**src/rtl/mkenc_pkg.sv**
```systemverilog
// Package: shared widths, constants and types for the marker encoder.
// Assumes: byte in, 10-bit word out; the constants below fix the code.
package mkenc_pkg;
    localparam int DATA_W   = 8;
    localparam int CODE_W   = 10;
    localparam int MARK_W   = 4;
    localparam int GROUPS   = 4;
    localparam int GSEL_W   = $clog2(GROUPS);

    localparam logic [MARK_W-1:0] MARKER    = 4'b0101;
    localparam logic [CODE_W-1:0] IDLE_EVEN = 10'h155;
    localparam logic [CODE_W-1:0] IDLE_ODD  = 10'h2AA;
    localparam logic [DATA_W-1:0] RSV_BYTE  = 8'h6A;
    localparam logic [CODE_W-1:0] RSV_WORD  = 10'h154;

    typedef logic [DATA_W-1:0] byte_t;
    typedef logic [CODE_W-1:0] word_t;

    // Returns 1 when the marker appears at any offset of the word.
    function automatic logic has_marker(input word_t w);
        logic hit;
        hit = 1'b0;
        for (int p = 0; p <= CODE_W - MARK_W; p++) begin
            if (w[p +: MARK_W] == MARKER) hit = 1'b1;
        end
        return hit;
    endfunction
endpackage

```
**src/rtl/mkenc_map.sv**
```systemverilog
// Module: mkenc_map
// Combinational byte-to-word mapping. One candidate word is built per group
// (selected by the top two byte bits). A final mux picks the live group.
// Assumes: pure combinational; caller registers the result.
module mkenc_map
    import mkenc_pkg::*;
(
    input  byte_t din,
    output word_t word
);
    localparam int SUB_W = DATA_W - GSEL_W;

    logic [SUB_W-1:0]  sub;
    logic [GSEL_W-1:0] grp;
    word_t             cand [GROUPS];

    assign sub = din[SUB_W-1:0];
    assign grp = din[DATA_W-1 -: GSEL_W];

    for (genvar g = 0; g < GROUPS; g++) begin : g_grp
        if (g == 0) begin : g_lo
            // Group 0: alternate layout when sub[5:4] == 01, marker high otherwise.
            always_comb begin
                if (sub[5:4] == 2'b01)
                    cand[g] = {1'b1, sub[2], sub[3], sub[1], 1'b0, MARKER, sub[0]};
                else
                    cand[g] = {MARKER, sub[5:0]};
            end
        end else if (g == 1) begin : g_rsv
            // Group 1: reserved pattern maps to a fixed word, else marker after b5.
            always_comb begin
                if (sub == RSV_BYTE[SUB_W-1:0])
                    cand[g] = RSV_WORD;
                else
                    cand[g] = {sub[5], MARKER, sub[4:0]};
            end
        end else if (g == 2) begin : g_mid
            // Group 2: marker at the bottom for sub[5:4] == 01, mid-word otherwise.
            always_comb begin
                if (sub[5:4] == 2'b01)
                    cand[g] = {sub[3:2], 2'b00, sub[1:0], MARKER};
                else
                    cand[g] = {sub[5:4], MARKER, sub[3:0]};
            end
        end else begin : g_hi
            // Group 3: marker at the bottom for sub[4:3] == 01, split layout otherwise.
            always_comb begin
                if (sub[4:3] == 2'b01)
                    cand[g] = {sub[5], sub[2], 2'b11, sub[1:0], MARKER};
                else
                    cand[g] = {sub[5:3], MARKER, sub[2:0]};
            end
        end
    end

    // Select the candidate of the group named by the byte's top bits.
    always_comb begin
        word = cand[grp];
    end
endmodule

```
**src/rtl/mkenc_idle.sv**
```systemverilog
// Module: mkenc_idle
// Idle pattern generator: a one-bit phase picks between the two idle words.
// Assumes: 'take' is high only in cycles where an idle word is loaded.
module mkenc_idle
    import mkenc_pkg::*;
(
    input  logic  clk,
    input  logic  rst_n,
    input  logic  take,
    output word_t pattern
);
    logic phase_q;

    // Advance the phase each time an idle word is consumed.
    always_ff @(posedge clk) begin
        if (!rst_n)    phase_q <= 1'b0;
        else if (take) phase_q <= ~phase_q;
    end

    // Map the phase onto its idle word.
    always_comb begin
        pattern = phase_q ? IDLE_ODD : IDLE_EVEN;
    end

    // After an idle word is consumed, the offered pattern must differ.
    AST_IDLE_PHASE_FLIPS: assert property (@(posedge clk) disable iff (!rst_n)
        take |=> pattern != $past(pattern));
endmodule

```
**src/rtl/mkenc_outreg.sv**
```systemverilog
// Module: mkenc_outreg
// Output register: loads a data word (priority) or an idle word, else holds.
// Assumes: load_data and load_idle may both be high; data wins.
module mkenc_outreg
    import mkenc_pkg::*;
(
    input  logic  clk,
    input  logic  rst_n,
    input  logic  load_data,
    input  logic  load_idle,
    input  word_t data_word,
    input  word_t idle_word,
    output word_t word_q,
    output logic  idle_q
);
    // Register the chosen word and its idle flag.
    always_ff @(posedge clk) begin
        if (!rst_n) begin
            word_q <= '0;
            idle_q <= 1'b0;
        end else if (load_data) begin
            word_q <= data_word;
            idle_q <= 1'b0;
        end else if (load_idle) begin
            word_q <= idle_word;
            idle_q <= 1'b1;
        end
    end

    AST_HOLD_WHEN_QUIET: assert property (@(posedge clk) disable iff (!rst_n)
        (!load_data && !load_idle) |=> ($stable(word_q) && $stable(idle_q)));
endmodule

```
**src/rtl/mkenc_top.sv**
```systemverilog
// Module: mkenc_top
// Marker-embedding byte encoder with registered output and idle filler.
// Assumes: synchronous active-low reset; one byte per strobed clock.
module mkenc_top
    import mkenc_pkg::*;
(
    input  logic              clk,
    input  logic              rst_n,
    input  logic [DATA_W-1:0] din_i,
    input  logic              din_vld_i,
    input  logic              idle_req_i,
    output logic [CODE_W-1:0] code_o,
    output logic              idle_o
);
    word_t enc_word;
    word_t idle_word;
    logic  take_idle;
    logic  live_q;

    // Idle is consumed only when no byte competes for the register.
    assign take_idle = idle_req_i & ~din_vld_i;

    mkenc_map u_map (
        .din  (din_i),
        .word (enc_word)
    );

    mkenc_idle u_idle (
        .clk     (clk),
        .rst_n   (rst_n),
        .take    (take_idle),
        .pattern (idle_word)
    );

    mkenc_outreg u_out (
        .clk       (clk),
        .rst_n     (rst_n),
        .load_data (din_vld_i),
        .load_idle (idle_req_i),
        .data_word (enc_word),
        .idle_word (idle_word),
        .word_q    (code_o),
        .idle_q    (idle_o)
    );

    // Marks that at least one cycle has passed since reset, for $past use.
    always_ff @(posedge clk) begin
        if (!rst_n) live_q <= 1'b0;
        else        live_q <= 1'b1;
    end

    AST_DATA_FLAG_LOW: assert property (@(posedge clk) disable iff (!rst_n)
        din_vld_i |=> !idle_o);
    AST_IDLE_PATTERN: assert property (@(posedge clk) disable iff (!rst_n)
        idle_o |-> (code_o == IDLE_EVEN || code_o == IDLE_ODD));
    AST_IDLE_ALTERNATES: assert property (@(posedge clk) disable iff (!rst_n)
        (live_q && $past(take_idle) && take_idle) |=> code_o != $past(code_o));
    AST_RESERVED_WORD: assert property (@(posedge clk) disable iff (!rst_n)
        (din_vld_i && din_i == RSV_BYTE) |=> code_o == RSV_WORD);
    AST_NO_RESERVED_RANGE: assert property (@(posedge clk) disable iff (!rst_n)
        (din_vld_i && din_i != RSV_BYTE) |=> code_o[CODE_W-1:MARK_W] != 6'h15);
    AST_MARKER_PRESENT: assert property (@(posedge clk) disable iff (!rst_n)
        din_vld_i |=> has_marker(code_o));
endmodule

```
**config.mk**
```make
export PLATFORM = sky130hd
export DESIGN_NAME = mkenc_top
export DESIGN_NICKNAME = d
export VERILOG_FILES = /design/src/rtl/mkenc_pkg.sv /design/src/rtl/mkenc_map.sv /design/src/rtl/mkenc_idle.sv /design/src/rtl/mkenc_outreg.sv /design/src/rtl/mkenc_top.sv
export SDC_FILE = /design/constraint.sdc
export NUM_CORES = 1
export LEC_CHECK = 0
export BUFFER_PORTS_ARGS = -buffer_cell sky130_fd_sc_hd__buf_2
export CORE_AREA = 4 4 50 52
export DETAILED_ROUTE_END_ITERATION = 16
export DIE_AREA = 0 0 54 56
export GPL_TIMING_DRIVEN = 1
export PLACE_DENSITY = 0.62
export SETUP_SLACK_MARGIN = 0.3
export SYNTH_ARGS = -nofsm -noshare
export SYNTH_HDL_FRONTEND = slang
export SYNTH_SLANG_ARGS = --single-unit
```
**constraint.sdc**
```tcl
create_clock -name clk -period 1.92 [get_ports clk]
set_input_delay 0.192 -clock clk [delete_from_list [all_inputs] [get_ports clk]]
set_output_delay 0.192 -clock clk [all_outputs]
set_load 0.005 [all_outputs]
```
* Word level (Yosys, flattened, before mapping)
Index checks and enable logic that the tools add are counted.
** Storage, ports and cells
- Logic and storage cells :: 24
- Register bits :: 12
- Input bits :: 12
- Output and inout bits :: 11
** Cells by class
- $lt $le $gt $ge :: 1
- Bitwise gates (word level) :: 5
- Equal/unequal tests :: 3
- Reductions and logical operators :: 2
- Muxes and demuxes :: 10
** Operators with widths (number)
- 10-bit 2-to-1 mux :: 8
- 10-bit binary-select mux with 2-bit select :: 1
- 9-bit 2-to-1 mux :: 1
- 6-bit == test, second input constant :: 1
- 2-bit by 1-bit == test with 1-bit output, second input constant :: 2
- 3-bit greater-or-equal comparator, second input constant :: 1
- 1-bit NOT :: 3
- 2-bit NOT with 3-bit output :: 1
- 2-bit nonzero test :: 1
- 2-bit OR reduction :: 1
- 1-bit bitwise AND :: 1

* Depth between registers and ports, before layout
- Word-level depth :: 6
- Depth in mapped cells :: 6
- Gate-level depth less buffers :: 4

* Hierarchy
Synthesis repeated with hierarchy kept, for this count alone.
** Second synthesis, totals
- Cells, all modules :: 113
- Area, all modules :: 1057.3 um2
** Modules (own cells, without submodules)
- mkenc_outreg :: instances 1, area each 565.5 um2, cells each 47, seq. area each 220.2 um2
- mkenc_map :: instances 1, area each 371.6 um2, cells each 52, seq. area each 0.0 um2
- mkenc_idle :: instances 1, area each 106.4 um2, cells each 13, seq. area each 20.0 um2
- mkenc_top :: instances 1, area each 13.8 um2, cells each 1, seq. area each 0.0 um2

* Worst setup path before layout
OpenSTA, ideal clock, no wires.
- Path kind :: input to register
- Start point :: input port din_i[4]
- End point :: register u_out.word_q[9]
- Stages :: 6
- Data required time :: 1.839 ns
- Slack :: 0.679 ns
- Arrival time :: 1.160 ns
- Library setup time :: 0.081 ns
- Path buffers :: 2
- Cells stage by stage :: buf_4 or3b_1 buf_2 o21ai_2 o221ai_1 a41oi_1
** On the way
- Longest elaborated chain between the ends :: 6
- Elaborated cells between the ends (all ways) :: 9
- Those cells by class :: 2 x eq/ne; 7 x mux
** RTL lines
- start: declaration :: line mkenc_top.sv:9 : input logic [DATA_W-1:0] din_i,
- 6-bit == test or 2-bit by 1-bit == test with 1-bit output (tied branches) :: line mkenc_map.sv:32, mkenc_map.sv:24, mkenc_map.sv:40
- 10-bit 2-to-1 mux, on equally long branches :: line mkenc_map.sv:32, mkenc_map.sv:24, mkenc_map.sv:40
- 10-bit binary-select mux with 2-bit select * :: line mkenc_map.sv:58 : word = cand[grp];
- 10-bit 2-to-1 mux (not written as such) * (2 in series) :: line mkenc_map.sv:58
- 10-bit 2-to-1 mux * :: line mkenc_outreg.sv:21 : end else if (load_data) begin
- end signal: assignment :: line mkenc_outreg.sv:22 : word_q <= data_word;
- end signal: assignment :: line mkenc_outreg.sv:25 : word_q <= idle_word;
- end: declaration :: line mkenc_outreg.sv:13 : output word_t word_q,
Every way passes the cells marked *; elsewhere a longest branch is shown, timed or not. The select of a mux whose other input is x is not followed.
A chain may end at the register's enable or synchronous reset.

* Worst setup path after layout
Ends and elaborated chain as after synthesis.

==> impl_metrics.ini <==
[timing]
fin_crit_ns = 1.101
setup-tns-final_ns = 0
setup_ws_ns = 0.8191
finalHoldViolations = 0
final.period_utilization_pct = 57.34
max-slew-margin-rel_pct = 78.98
final_setup_vio_count = 0
skew_ns = 0.002955
grt_setup_unrepaired = no
fmax_ghz = 0.9083
worst-slew-pin-transition_ns = 0.3120
maxSlewViolCount = 0

[outcome]
outcome = complete, no violations

[die]
floorplan_die_area_sq_um = 3024
fp.coreArea_sq_um = 2106
io-pin-count = 23
die-width_um = 54
initial_utilization_pct = 37.20
site_row_count = 17
die_y_um = 56

[worst_setup_path]
r2r.worst_path.cells = 3
worstPathArrival_ns = 1.29
cpLargestDelayFamily = simple AND/OR/NAND/NOR gates
criticalPathCategory = in2reg
sum_of_buffers_and_inverters_on_the_critical_path = 1
setup.worst_path.end_class = flop
critical_path.startpoint_type = input port
path_depth = 5
critical-path-slowest-cell = sky130_fd_sc_hd__or3b_1
worstPathCellList = buf_2, or3b_1, o21ai_2, o221ai_1, a41oi_1
crit_path_max_fanout = 10
critPathRequiredTime_ns = 2.11
max_incr_delay_on_cp_ns = 0.47

[routing]
finalWirelength_um = 1836
vias_per_cell = 5.207
via_count = 781
drt_iter0_drc = 22
drt_first_pass_iters = 5
routedWlPerCell_um = 12.24
antenna_left = 0
post-route-drc-count = 0

[yosys]
synth.cells.most_frequent = 13 x sky130_fd_sc_hd__o21ai_0, 12 x sky130_fd_sc_hd__dfxtp_1, 9 x sky130_fd_sc_hd__a21oi_1
number_of_cells_produced_by_synthesis = 105
synth.most_common_cell = sky130_fd_sc_hd__o21ai_0
synth-seq-cells = 12
syn-mean-instance-area_sq_um = 7.460
synth_edf_count = 0
postSynth.topFlopCell = sky130_fd_sc_hd__dfxtp_1
syn-cell-area_sq_um = 783.3
synthDominantAreaCellType = sky130_fd_sc_hd__dfxtp_1
synth_area_leaders = sky130_fd_sc_hd__dfxtp_1 31%, sky130_fd_sc_hd__o21ai_0 8.3%, sky130_fd_sc_hd__a21oi_1 5.8%
synth_top_cell_area_share_pct = 30.67
number_of_nets_produced_by_synthesis = 117
seq_area_frac_synth_pct = 30.67
total_of_warnings_raised_by_yosys = 0
async_flop_share_pct = 0
post_synth_num_cell_types = 32

[hold_path]
hold_path.class = in2reg
min_delay_path_depth = 3

[placement]
gp_routability_congestion = 0.8712
io_buffer_count = 22
dp.final_hpwl_um = 1391
dp_worst_setup_slack_ns = 0.5639
numPlacedInstances = 146

[final_layout]
layout-drive-gt1-share_pct = 23.77
final_net_count = 135
num_antenna_cells = 0
non_filler_instance_count_after_layout = 150
area_delta_synth_final_pct = 17.89
final_util_pct = 43.85

[power]
leakage_nw = 0.4210
pwr_density_cell_nw_per_um2 = 663.0
worst_ir_drop_vdd_mv = 0.2109

[clock_tree]
buffer_depth_of_the_longest_clock_path = 2
post-cts-setup-buffer-count = 0
holdBufCountCts = 0
h-tree-depth = 1
clockRootBuffer = sky130_fd_sc_hd__clkbuf_4
worst_skew_pair.late_latency_ns = 0.26
cts-resized-gates = 0
clkSinkCount = 12
cts_made_buffers = 3
cts_tree = built
worst_setup_hold_path_clk_slew_ns = 0.08

[global_route]
grt_pass1_vias = 741
grt_pass1_wl_um = 3222
grt_overflow_total = 0
grt_antenna_before_repair = 0
grt_usage_pct = 13.92
grt_start_max_net_pins = 16

[flow_run]
max_cap_viols = 0
[kinds of logic after synthesis]
family / Yosys count / synth area share, %
DFF: 12 / 30.67
buffers and inverters: 14 / 7.668
muxes: 1 / 1.278
xor gates and xnor gates: 1 / 1.118
and+or+nand+nor: 35 / 24.60
AOI/OAI and AO/OA: 42 / 34.66
[final timing paths]
path	from	endpoint	slack, ns
max reg2reg	u_idle.phase_q	u_out.word_q[9]	0.83
min	din_i[0]	u_out.word_q[0]	0.23
max	din_i[4]	u_out.word_q[9]	0.82
min reg2reg	u_out.idle_q	u_out.idle_q	0.47
[sequential cells by signal (all words and copies together), names as in the netlist]
name            cells
u_out.word_q       10
u_idle.phase_q      1
u_out.idle_q        1
[where the power goes]
part | total (mW) | leakage [nW] | internal, mW | switching, mW
Sequential | 0.280 | 0.0997 | 0.269 | 0.0108
Combinational | 0.135 | 0.300 | 0.0609 | 0.0744
Clock | 0.197 | 0.0210 | 0.115 | 0.0820
Total | 0.612 | 0.421 | 0.445 | 0.167
[layer usage]
metal	part of all wire (%)	vias up	GRT usage (%)
li1	-	407	-
met1	50	342	18.64
met2	41	32	20.76
met3	9.4	0	2.949
met4	0	0	6.406
met5	0	-	0
[layout make-up]
class                      count  area, sq um
sequential                    12        240.2
tap                           28        35.03
timing repair buffer          22        110.1
clock buffer                   4        36.28
inverter                       5        18.77
multi-input combinational     79        483.0
fill                         220         1182
[worst min-delay path: stages]
cell and delay, ns:
sky130_fd_sc_hd__buf_2 0.12, sky130_fd_sc_hd__inv_1 0.07, sky130_fd_sc_hd__a31oi_1 0.08
[through the flow]
step | power, mW | area, sq um | hold WS [ns]
after global placement | 0.4201 | 887.1 | 0.4462
final | 0.6122 | 923.4 | 0.2310
after detailed placement | 0.4211 | 887.1 | 0.4548
after global routing | 0.6611 | 923.4 | 0.2393
after CTS | 0.6201 | 923.4 | 0.2147
after floorplan | 0.3754 | 783.3 | 0.3525
[cells in the final DEF (no fill, tap or decap), types with 2 or more instances in the layout]
master and instances:
sky130_fd_sc_hd__o211ai_1 2, sky130_fd_sc_hd__o211a_1 2, sky130_fd_sc_hd__a31oi_1 4, sky130_fd_sc_hd__a21o_1 2, sky130_fd_sc_hd__nor2_1 8, sky130_fd_sc_hd__nand2_1 7
sky130_fd_sc_hd__and2_1 2, sky130_fd_sc_hd__nand2b_1 5, sky130_fd_sc_hd__o2bb2ai_1 2, sky130_fd_sc_hd__a21oi_1 9, sky130_fd_sc_hd__buf_2 22, sky130_fd_sc_hd__clkbuf_4 3
sky130_fd_sc_hd__o21ai_0 13, sky130_fd_sc_hd__dfxtp_1 12, sky130_fd_sc_hd__o221ai_1 2, sky130_fd_sc_hd__inv_1 5, sky130_fd_sc_hd__nor2b_1 7
Note: power is estimated with default switching activity, not from simulation.
